`src/rtl/slvm_pkg.sv`:
```
package slvm_pkg;
    typedef enum logic [1:0] {
        MD_STD  = 2'b00,
        MD_A    = 2'b01,
        MD_B    = 2'b10,
        MD_PROG = 2'b11
    } mode_e;

    typedef enum logic [1:0] {
        ST_WAIT = 2'b00,
        ST_TAKE = 2'b01,
        ST_DROP = 2'b10
    } st_e;
endpackage

```
`src/rtl/slvm_mode_dec.sv`:
```
module slvm_mode_dec
    import slvm_pkg::*;
#(
    parameter int          ADDR_W   = 5,
    parameter int          ID_W     = 4,
    parameter logic [3:0]  EXT_CODE = 4'hA,
    parameter int          TYPE_POS = 3
) (
    input  logic [ADDR_W-1:0] own_addr,
    input  logic [ID_W-1:0]   id_code,
    input  logic [ID_W-1:0]   id_ext1,
    input  logic              prog_mode,
    output mode_e             mode
);
    localparam logic [ID_W-1:0] EXT_ID = ID_W'(EXT_CODE);

    logic addr_zero;
    logic ext_sel;

    always_comb begin
        addr_zero = (own_addr == '0);
        ext_sel   = (id_code == EXT_ID) && !addr_zero;
        if (prog_mode)
            mode = MD_PROG;
        else if (!ext_sel)
            mode = MD_STD;
        else if (id_ext1[TYPE_POS])
            mode = MD_B;
        else
            mode = MD_A;
    end
endmodule

```
`src/rtl/slvm_sel_cmp.sv`:
```
module slvm_sel_cmp
    import slvm_pkg::*;
#(
    parameter int ADDR_W  = 5,
    parameter int INFO_W  = 4,
    parameter int SEL_POS = INFO_W - 1
) (
    input  logic [ADDR_W-1:0] cmd_addr,
    input  logic [ADDR_W-1:0] own_addr,
    input  logic [INFO_W-1:0] cmd_info,
    input  logic              sel_inv,
    input  logic              cmd_bcast,
    input  mode_e             mode,
    output logic              hit
);
    logic addr_eq;
    logic sel_val;

    always_comb begin
        addr_eq = (cmd_addr == own_addr);
        sel_val = cmd_info[SEL_POS] ^ sel_inv;
        unique case (mode)
            MD_PROG: hit = 1'b1;
            MD_STD:  hit = cmd_bcast || addr_eq;
            MD_A:    hit = cmd_bcast || (addr_eq && !sel_val);
            MD_B:    hit = cmd_bcast || (addr_eq && sel_val);
            default: hit = 1'b0;
        endcase
    end
endmodule

```
`src/rtl/slave_addr_match.sv`:
```
module slave_addr_match
    import slvm_pkg::*;
#(
    parameter int         ADDR_W   = 5,
    parameter int         INFO_W   = 4,
    parameter int         ID_W     = 4,
    parameter logic [3:0] EXT_CODE = 4'hA,
    parameter int         TYPE_POS = 3
) (
    input  logic              clk,
    input  logic              rst_n,
    input  logic              cmd_valid,
    input  logic [ADDR_W-1:0] cmd_addr,
    input  logic [INFO_W-1:0] cmd_info,
    input  logic              cmd_bcast,
    input  logic              sel_inv,
    input  logic [ADDR_W-1:0] own_addr,
    input  logic [ID_W-1:0]   id_code,
    input  logic [ID_W-1:0]   id_ext1,
    input  logic              prog_mode,
    output logic              acc_pulse,
    output logic [1:0]        acc_mode,
    output logic [INFO_W-1:0] acc_data,
    output logic [INFO_W-1:0] acc_mask
);
    localparam int SEL_POS = INFO_W - 1;

    mode_e             mode;
    logic              hit;
    logic [INFO_W-1:0] mask_c;
    st_e               state, state_nx;
    mode_e             mode_q;
    logic [INFO_W-1:0] data_q, mask_q;

    slvm_mode_dec #(
        .ADDR_W(ADDR_W), .ID_W(ID_W), .EXT_CODE(EXT_CODE), .TYPE_POS(TYPE_POS)
    ) u_mode (
        .own_addr(own_addr), .id_code(id_code), .id_ext1(id_ext1),
        .prog_mode(prog_mode), .mode(mode)
    );

    slvm_sel_cmp #(
        .ADDR_W(ADDR_W), .INFO_W(INFO_W), .SEL_POS(SEL_POS)
    ) u_sel (
        .cmd_addr(cmd_addr), .own_addr(own_addr), .cmd_info(cmd_info),
        .sel_inv(sel_inv), .cmd_bcast(cmd_bcast), .mode(mode), .hit(hit)
    );

    // The select bit position carries no data for A/B slaves.
    for (genvar b = 0; b < INFO_W; b++) begin : g_mask
        if (b == SEL_POS) begin : g_sel
            assign mask_c[b] = (mode == MD_STD) || (mode == MD_PROG);
        end else begin : g_dat
            assign mask_c[b] = 1'b1;
        end
    end

    always_comb begin
        if (!cmd_valid)
            state_nx = ST_WAIT;
        else if (hit)
            state_nx = ST_TAKE;
        else
            state_nx = ST_DROP;
    end

    always_ff @(posedge clk) begin
        if (!rst_n)
            state <= ST_WAIT;
        else
            state <= state_nx;
    end

    always_ff @(posedge clk) begin
        if (!rst_n) begin
            mode_q <= MD_STD;
            data_q <= '0;
            mask_q <= '0;
        end else if (cmd_valid && hit) begin
            mode_q <= mode;
            data_q <= cmd_info & mask_c;
            mask_q <= mask_c;
        end
    end

    always_comb begin
        unique case (state)
            ST_TAKE: acc_pulse = 1'b1;
            ST_WAIT: acc_pulse = 1'b0;
            ST_DROP: acc_pulse = 1'b0;
            default: acc_pulse = 1'b0;
        endcase
        acc_mode = mode_q;
        acc_data = data_q;
        acc_mask = mask_q;
    end

    // pulse only follows a command strobe
    a_r2_pulse_after_cmd: assert property (@(posedge clk) disable iff (!rst_n)
        acc_pulse |-> $past(cmd_valid));

    // program mode accepts everything
    a_r9_prog_accepts: assert property (@(posedge clk) disable iff (!rst_n)
        (cmd_valid && prog_mode) |=> (acc_pulse && acc_mode == 2'b11));

    // broadcast always accepted
    a_r8_bcast_accepts: assert property (@(posedge clk) disable iff (!rst_n)
        (cmd_valid && cmd_bcast) |=> acc_pulse);

    // extended modes never report select bit as data
    a_r6_ext_no_sel_data: assert property (@(posedge clk) disable iff (!rst_n)
        (acc_mode == 2'b01 || acc_mode == 2'b10) |-> (!acc_mask[SEL_POS] && !acc_data[SEL_POS]));

    // address mismatch without broadcast or program mode is rejected
    a_r3_addr_mismatch: assert property (@(posedge clk) disable iff (!rst_n)
        (cmd_valid && !prog_mode && !cmd_bcast && cmd_addr != own_addr) |=> !acc_pulse);

    // address zero behaves as standard slave
    a_r7_zero_standard: assert property (@(posedge clk) disable iff (!rst_n)
        (cmd_valid && !prog_mode && own_addr == '0 && cmd_addr == '0) |=> (acc_pulse && acc_mode == 2'b00));

    // rejected command leaves captured outputs alone
    a_r10_hold_on_reject: assert property (@(posedge clk) disable iff (!rst_n)
        (cmd_valid && !prog_mode && !cmd_bcast && cmd_addr != own_addr)
        |=> ($stable(acc_mode) && $stable(acc_data) && $stable(acc_mask)));
endmodule

```
`config.mk`:
```
export PLATFORM = sky130hd
export DESIGN_NAME = slave_addr_match
export DESIGN_NICKNAME = d
export VERILOG_FILES = /design/src/rtl/slvm_pkg.sv /design/src/rtl/slvm_mode_dec.sv /design/src/rtl/slvm_sel_cmp.sv /design/src/rtl/slave_addr_match.sv
export SDC_FILE = /design/constraint.sdc
export NUM_CORES = 1
export LEC_CHECK = 0
export BUFFER_PORTS_ARGS = -buffer_cell sky130_fd_sc_hd__buf_4
export CAP_MARGIN = 30
export CORE_MARGIN = 8
export CORE_UTILIZATION = 42
export CTS_BUF_LIST = sky130_fd_sc_hd__clkbuf_8 sky130_fd_sc_hd__clkbuf_16
export DETAILED_ROUTE_END_ITERATION = 7
export HOLD_SLACK_MARGIN = 0.1
export PLACE_DENSITY = 0.79
export SETUP_SLACK_MARGIN = 0.1
export SYNTH_ARGS = -nofsm -noshare
export SYNTH_HDL_FRONTEND = slang
export SYNTH_SLANG_ARGS = --single-unit
```
`constraint.sdc`:
```
create_clock -name clk -period 3.85 [get_ports clk]
set_clock_uncertainty 0.15 [all_clocks]
set_input_delay 0.385 -clock clk [delete_from_list [all_inputs] [get_ports clk]]
set_output_delay 0.385 -clock clk [all_outputs]
set_load 0.05 [all_outputs]
```
Word level (Yosys, flattened, before mapping)
Cells that the tools add are included.

Register bits after elaboration: 12. Input port bits: 28. Output and inout port bits: 11. Word-level logic and storage cells: 31.

Eq/ne operators: 6. Muxes and demuxes: 6. Bitwise logic cells: 2. Reductions and logical operators: 13.

Operators by type and width (count): two-way mux 2 bit (4); == test 5 bit (1); zero test 5 bit (1); AND 4 bit (1); == test 2 x 1 -> 1 bit (second input constant) (2); == test 2 bit (second input constant) (2); == test 4 bit (second input constant) (1); logical AND 1 bit (4); logical OR 1 bit (4); one-hot mux 1 bit (4 select lines) (1); zero test 1 bit (2); zero test 2 bit (1); AND reduction 2 bit (1); two-way mux 1 bit (1); bitwise XOR 1 bit (1).

Logic depth before layout (Yosys ltp)
Gate-level depths: netlist of run 1.

Word-level depth: 8. Mapped depth: 11. Depth with buffers taken out: 10.

Hierarchy
Synthesis of run 1 repeated with hierarchy kept, for this count alone.

Cells, all modules: 63. Area, all modules: 589.3 um2.

Modules (own cells, without submodules): slave_addr_match (times used 1, cells an instance 43, area an instance 414.1 um2, seq. area each 200.2 um2); slvm_sel_cmp (times used 1, cells an instance 13, area an instance 123.9 um2, seq. area each 0.0 um2); slvm_mode_dec (times used 1, cells an instance 7, area an instance 51.3 um2, seq. area each 0.0 um2).

Worst setup path before layout of run 1
Ideal clock, no wire load.

Path type: input to register. Start point: input own_addr[0]. End point: register data_q[3] (netlist: acc_data[3]). Setup time: 0.072 ns. Data arrival time: 2.517 ns. Data required time: 3.628 ns. Slack: 1.111 ns. Cell stages on the path: 10. Path buffers: 1. Path through: or4_1 -> o21ai_0 -> o21bai_1 -> ha_1 -> xnor3_1 -> nor2_1 -> o41ai_4 -> and2_1 -> buf_6 -> mux2i_1.

Word-level cells in the longest chain between the ends: 8. Elaborated cells on any way between the ends: 19. Classes of those cells: eq/ne (4); mux (3); bitwise (1); reduce/logical (11).

Ends and longest elaborated chain: from (decl) (line slave_addr_match.sv:17) `input logic [ADDR_W-1:0] own_addr,`; zero test 5 bit (*) (line slvm_mode_dec.sv:21) `addr_zero = (own_addr == '0);`; zero test 1 bit (*) (line slvm_mode_dec.sv:22) `ext_sel = (id_code == EXT_ID) && !addr_zero;`; logical AND 1 bit (*) (line slvm_mode_dec.sv:22); two-way mux 2 bit (*) (line slvm_mode_dec.sv:25) `else if (!ext_sel)`; two-way mux 2 bit (*) (line slvm_mode_dec.sv:23) `if (prog_mode)`; via mode[1] (line slave_addr_match.sv:28) `mode_e mode;`; == test 2 bit (tied with other cells) (line slvm_sel_cmp.sv:22) `unique case (mode)`; one-hot mux 1 bit (4 select lines) / logical OR 1 bit (equally long branches) (line slvm_sel_cmp.sv:22, slave_addr_match.sv:52); logical AND 1 bit / AND 4 bit (equally long branches) (line slave_addr_match.sv:79, slave_addr_match.sv:81); to (signal assigned) (line slave_addr_match.sv:81) `data_q <= cmd_info & mask_c;`; to (decl) (line slave_addr_match.sv:33) `logic [INFO_W-1:0] data_q, mask_q;`.

Mark *: on every way through the listed nets, which the timed path passes. The rest lies on a longest branch. A chain may end at the register's enable or synchronous reset.

Worst setup path after layout of run 1
Start point: input own_addr[0]. End point: register data_q[2] (netlist: acc_data[2]).

Word-level cells in the longest chain between the ends: 8. Elaborated cells on any way between the ends: 17. Classes of those cells: eq/ne (4); mux (3); reduce/logical (10).

Ends and longest elaborated chain: zero test 5 bit (*) (line slvm_mode_dec.sv:21); zero test 1 bit (*) (line slvm_mode_dec.sv:22); logical AND 1 bit (*) (line slvm_mode_dec.sv:22); two-way mux 2 bit (*) (line slvm_mode_dec.sv:25); two-way mux 2 bit (*) (line slvm_mode_dec.sv:23); via mode[1] (line slave_addr_match.sv:28); == test 2 bit (tied with other cells) (line slvm_sel_cmp.sv:22); one-hot mux 1 bit (4 select lines) (*) (line slvm_sel_cmp.sv:22); logical AND 1 bit (*) (line slave_addr_match.sv:79) `end else if (cmd_valid && hit) begin`.

Marks and branches as above.

==> results of run 1 <==
## critical path, stage by stage
cell	delay, ns
buf_4	0.11
or4_1	0.51
o21ai_0	0.24
o21bai_1	0.16
ha_1	0.21
xnor3_1	0.36
nor2_1	0.07
o41ai_4	0.30
and2_1	0.43
mux2i_1	0.23
## placed cells by master (no fill, tap or decap), drive strengths merged
master and n:
clkbuf 4, nand3 2, and2 1, o41ai 1, xnor2 3, nand4 2, o21ai 3, xnor3 1
nand2 12, ha 2, and3 1, nor2b 1, mux2i 5, or4 1, buf 35, o21a 1
nor2 3, dfxtp 10, o21bai 2, inv 2, xor2 2, nor4bb 1
## layout make-up
cell class	instances	share of cell area [%]
flip-flops and latches	10	23.1
multi-input cells	44	37.1
well taps	15	2.17
repair buffers	35	30.3
clock buffers	4	6.36
inverters	2	0.867
## synth_stat cells
library cell	number
clkbuf_1	2
o21ai_0	1
o21bai_1	2
and2_1	1
buf_6	1
xnor2_1	3
buf_4	2
and3_1	1
xnor3_1	1
inv_1	2
o41ai_4	1
dfxtp_1	10
or4_1	1
o21a_1	1
nand2_1	12
nor4bb_1	1
nand3_1	2
xor2_1	2
nand4_1	2
ha_1	2
nor2_1	3
mux2i_1	5
o21ai_1	2
nor2b_1	1
## per-layer routing
| layer | GRT usage [%] | share of wire [%] | up-vias |
|---|---|---|---|
| met2 | 22.1 | 59 | 11 |
| met3 | 5.68 | 5.4 | 4 |
| li1 | - | - | 274 |
| met1 | 9.82 | 34 | 242 |
| met4 | 6.47 | 1.7 | 0 |
| met5 | 0 | 0 | - |
## power by group through the flow
stage                     Combinational (mW)  Sequential (mW)  Clock [mW]
after floorplan                       0.0415            0.134           0
after global placement                0.0920            0.115           0
after CTS                             0.0946            0.113       0.138
after global routing                   0.100            0.114       0.144
after detailed placement              0.0945            0.116           0
final                                 0.0937            0.113       0.133
## cell families after synthesis
family          after synthesis
buf+inv                       7
simple gates                 24
mux                           5
fa+ha+maj                     2
compound gates                7
xor+xnor                      6
flops                        10
## state kept, by name (all words and copies together) (netlist names)
name      cells
acc_data      4
acc_mask      2
acc_mode      2
state         2
## final timing paths
check,from,end,slack [ns],cells after the start
worst min register to register,acc_mode[0],acc_mode[0],0.30,2
worst max-delay path,own_addr[0],acc_data[2],0.85,10
worst max register to register,acc_mask[2],acc_mask[2],3.09,1
worst min-delay path,cmd_info[0],acc_data[0],0.25,3
==> results.toml, run 1 <==
[run_status]
status = "finished, final reports clean"

[finish]
fin_util_pct = 68.2
multi_input_area_um2 = 322
register_area_um2 = 200
antenna-diode-count = 0
final-instance-count-excl-fill = 110
layout.nets = 126
syn_to_final_growth_pct = 53.8
post-route-cell-area_um2 = 866
fillCellCount = 107
drive_gt1_share_pct = 42.1

[cts]
h-tree-depth = 1
clk_pin_slew_ns = 0.05
cts_max_path_buffers = 2
clock-sinks = 10
holdBufCountCts = 0
clk_latency_ns = 0.24
cts_setup_buffers = 0
cts-resized-gates = 0
numCtsBuffers = 3
cts-root-buf = "clkbuf_8"
cts_tree = "done"

[logic_synthesis]
seq_area_frac_synth_pct = 35.6
synth_mux_area_share_pct = 8.89
synth-adder-area-share_pct = 4.44
synth-simple-area-share_pct = 20.4
synth_top_family_by_area = "simple AND/OR/NAND/NOR gates"
ys_types = 24
postSynthAreaPerCell_um2 = 9.23
syn-num-nets = 91
synth_area_leader_cell = "dfxtp_1"
yosysWarnings = 0
synth_compound_area_share_pct = 11.6
synth.area.top_cells = "dfxtp_1 (36%), mux2i_1 (8.9%), nand2_1 (8.0%), o41ai_4 (4.9%), xnor2_1 (4.7%)"
synth_xor_area_share_pct = 11.8
syn_inst = 61
synth_seq_cells = 10
synthesis.area_um2 = 563
netlist.area_leader.share_pct = 35.6

[floorplanning]
dieWidth_um = 52.6
fp.coreArea_mm2 = 0.00127
die_area_mm2 = 0.00277
die-height_um = 52.6
initial_utilization_pct = 44.4
num_io_pins = 39
rows = 13

[setup_path]
cp_max_fo = 8
crit_type = "input port to register"
end_kind = "register"
worst_setup_path_start_kind = "input port"
critPathRequiredTime_ns = 3.87
cp.arrival_ns = 3.02

[power_and_ir_drop]
p_seq_share_pct = 33.4
peakVddDrop_mv = 0.236
power_density_mw_per_mm2 = 392
p_total_mw = 0.340
p_int_mw = 0.241
switching_share_pct = 29.1
clockPowerShare_pct = 39.0
p_sw_mw = 0.0987
leakage_nw = 0.424
p_comb_share_pct = 27.6

[placement]
dp_hpwl_mm = 1.20
preCtsSetupSlack_ns = 0.602
dpl-instance-area_um2 = 811
dp_cells = 106
portBuffers = 35
place_congestion = 0.690

[global_routing]
grt-ovfl-total = 0
grt_pass1_vias = 564
grt_pass1_wl_mm = 2.38
grt_usage_pct = 11.8
grt_max_degree = 18
antenna_found_initial = 0

[timing]
finalMaxSlewViolations = 0
tightest_slew_ns = 0.397
fmax_mhz = 334
hold_viol = 0
max_slew_margin_pct = 73.5
tns_ns = 0
layout_setup_ws_ns = 0.854
period_share_pct = 77.8
grt_setup_unrepaired = "false"
holdWs_ns = 0.248
fin_crit_ns = 3.00
setup_viol = 0

[run]
maxCapViolations = 0

[detailed_routing]
drt_wl_total_mm = 1.44
drt-vias-per-instance = 4.83
first_iter_violations = 2
vias = 531
drc = 0
wl_per_cell_um = 13.1
ant_nets = 0
first_pass_iters = 3

[worst_hold_path]
hold_class = "input port to register"
(Power assumes the default switching activity.)
==> run 2, diff against run 1 <==
CORE_UTILIZATION = 35   (was 42)
PLACE_DENSITY = 0.7   (was 0.79)
clock period = 2.6 ns   (was 3.85 ns; I/O delays follow)
==> run 2 against run 1 <==
Design area is 13% higher. First-iteration DRC count grew to 4.5 times the previous value. Highest routed layer unchanged. Sequential power is 49% higher. Sequential share of layout area is 2.6 points lower. Clock power is 18% higher. Final cell count is 9.1% higher. Global-route usage is 1.3 points lower. Total power is 44% higher. Worst hold slack worse by 0.11 ns. Via count is 8.9% higher. Routed wire length is 14% higher.
==> results.toml, run 2 (same netlist as run 1, synthesis figures left out) <==
[timing]
tns_ns = 0
hold_viol = 0
grt_setup_unrepaired = "false"
period_share_pct = 93.2
holdWs_ns = 0.138
fin_crit_ns = 2.42
max_slew_margin_pct = 77.0
layout_setup_ws_ns = 0.177
setup_viol = 0
fmax_mhz = 413
tightest_slew_ns = 0.340
finalMaxSlewViolations = 0

[cts]
h-tree-depth = 1
cts-root-buf = "clkbuf_8"
clock-sinks = 10
cts_tree = "done"
clk_latency_ns = 0.23
cts_max_path_buffers = 2
numCtsBuffers = 3
holdBufCountCts = 0
clk_pin_slew_ns = 0.05

[floorplanning]
dieWidth_um = 56.1
fp.coreArea_mm2 = 0.00151
initial_utilization_pct = 37.4
die_area_mm2 = 0.00315
die-height_um = 56.1
rows = 14
num_io_pins = 39

[finish]
layout.nets = 136
final_common_cell = "buf_4"
mostFrequentLayoutCells = "buf_4 (44), nand2_1 (12), dfxtp_1 (10)"
fin_util_pct = 64.8
register_area_um2 = 200
multi_input_area_um2 = 357
fillCellCount = 127
syn_to_final_growth_pct = 73.3
final-instance-count-excl-fill = 120
antenna-diode-count = 0
drive_gt1_share_pct = 54.8
largest_reg_flops = 4

[placement]
preCtsSetupSlack_ns = -0.184
place_congestion = 0.700
dp_hpwl_mm = 1.20
portBuffers = 35
dp_cells = 115

[global_routing]
grt_pass1_wl_mm = 2.70
grt_pass1_vias = 613
grt-ovfl-total = 0
antenna_found_initial = 0
grt_usage_pct = 10.5
grt_max_degree = 18

[power_and_ir_drop]
p_comb_share_pct = 33.3
power_density_mw_per_mm2 = 500
p_sw_mw = 0.147
p_seq_share_pct = 34.5
peakVddDrop_mv = 0.429
leakage_nw = 0.475
switching_share_pct = 30.0
clockPowerShare_pct = 32.2
p_int_mw = 0.342

[setup_path]
crit_path_top_delay_cell = "or4_4"
crit_buf_inv = 5
cp_common_cell = "buf_4"
critPathRequiredTime_ns = 2.58
end_kind = "register"
r2r-end = "acc_mask[2]"
reg2regPathDepth = 1
path_cells = "buf_4, or4_4, o21ai_4, o21bai_2, buf_4, buf_4, buf_4, ha_1, nor2_2, o41ai_4, and2_4, buf_12, o21a_1"
cp.arrival_ns = 2.40
cp_max_fo = 8
cpLargestDelayFamily = "simple AND/OR/NAND/NOR gates"
cp_slowest_stage_delay_ns = 0.55
worst_setup_path_start_kind = "input port"
r2r_slack_ns = 1.84
r2r-start = "acc_mask[2]"
crit_type = "input port to register"

[detailed_routing]
drt_wl_total_mm = 1.65
first_pass_iters = 4
drc = 0
drt-vias-per-instance = 4.82
ant_nets = 0
wl_per_cell_um = 13.8
vias = 578
first_iter_violations = 9

[worst_hold_path]
hold_class = "input port to register"
min_from = "cmd_info[2]"
hold_end = "acc_data[2]"
hold_path_depth = 3

[run]
maxCapViolations = 0

[run_status]
status = "finished, final reports clean"
[run 2: power by group through the flow]
stage	clock [mW]	combinational, mW	sequential (mW)
floorplan	0	0.0631	0.199
global placement	0	0.152	0.171
detailed placement	0	0.154	0.171
CTS	0.156	0.160	0.168
global route	0.168	0.173	0.170
finish	0.157	0.163	0.168
[run 2: what timing repair did]
item,4_1_cts,5_1_grt
buffers inserted,2,0
gates resized for setup,3,4
endpoints found under the setup margin,6,9
pin swaps,4,2
[run 2: per-stage QoR]
step                total power, mW  instance area, um2
floorplan                     0.262                 568
global placement              0.323                 890
detailed placement            0.325                 890
CTS                           0.484                 956
global route                  0.511                 976
finish                        0.488                 976
[run 2: final cells by class]
cell class	instances	area share (%)
multi-input combinational	44	36.5
timing repair buffer	45	35.9
sequential	10	20.5
clock buffer	3	4.23
tap	16	2.05
inverter	2	0.769
[run 2: per-layer routing]
metal  wire, um  GRT usage (%)  up-vias
met5          0              0        -
met4         14           4.81        0
met3         72           3.65        2
met2        997           20.3       14
met1        567           9.34      271
li1           -              -      291
[run 2: worst max path at each step]
stage,startpoint,end,depth (start not counted)
floorplan,own_addr[0],acc_data[3],10
global placement,own_addr[0],acc_mask[2],12
detailed placement,own_addr[0],acc_data[3],11
CTS,own_addr[0],acc_mask[2],13
global route,own_addr[0],acc_mask[2],13
finish,own_addr[0],acc_mask[2],13
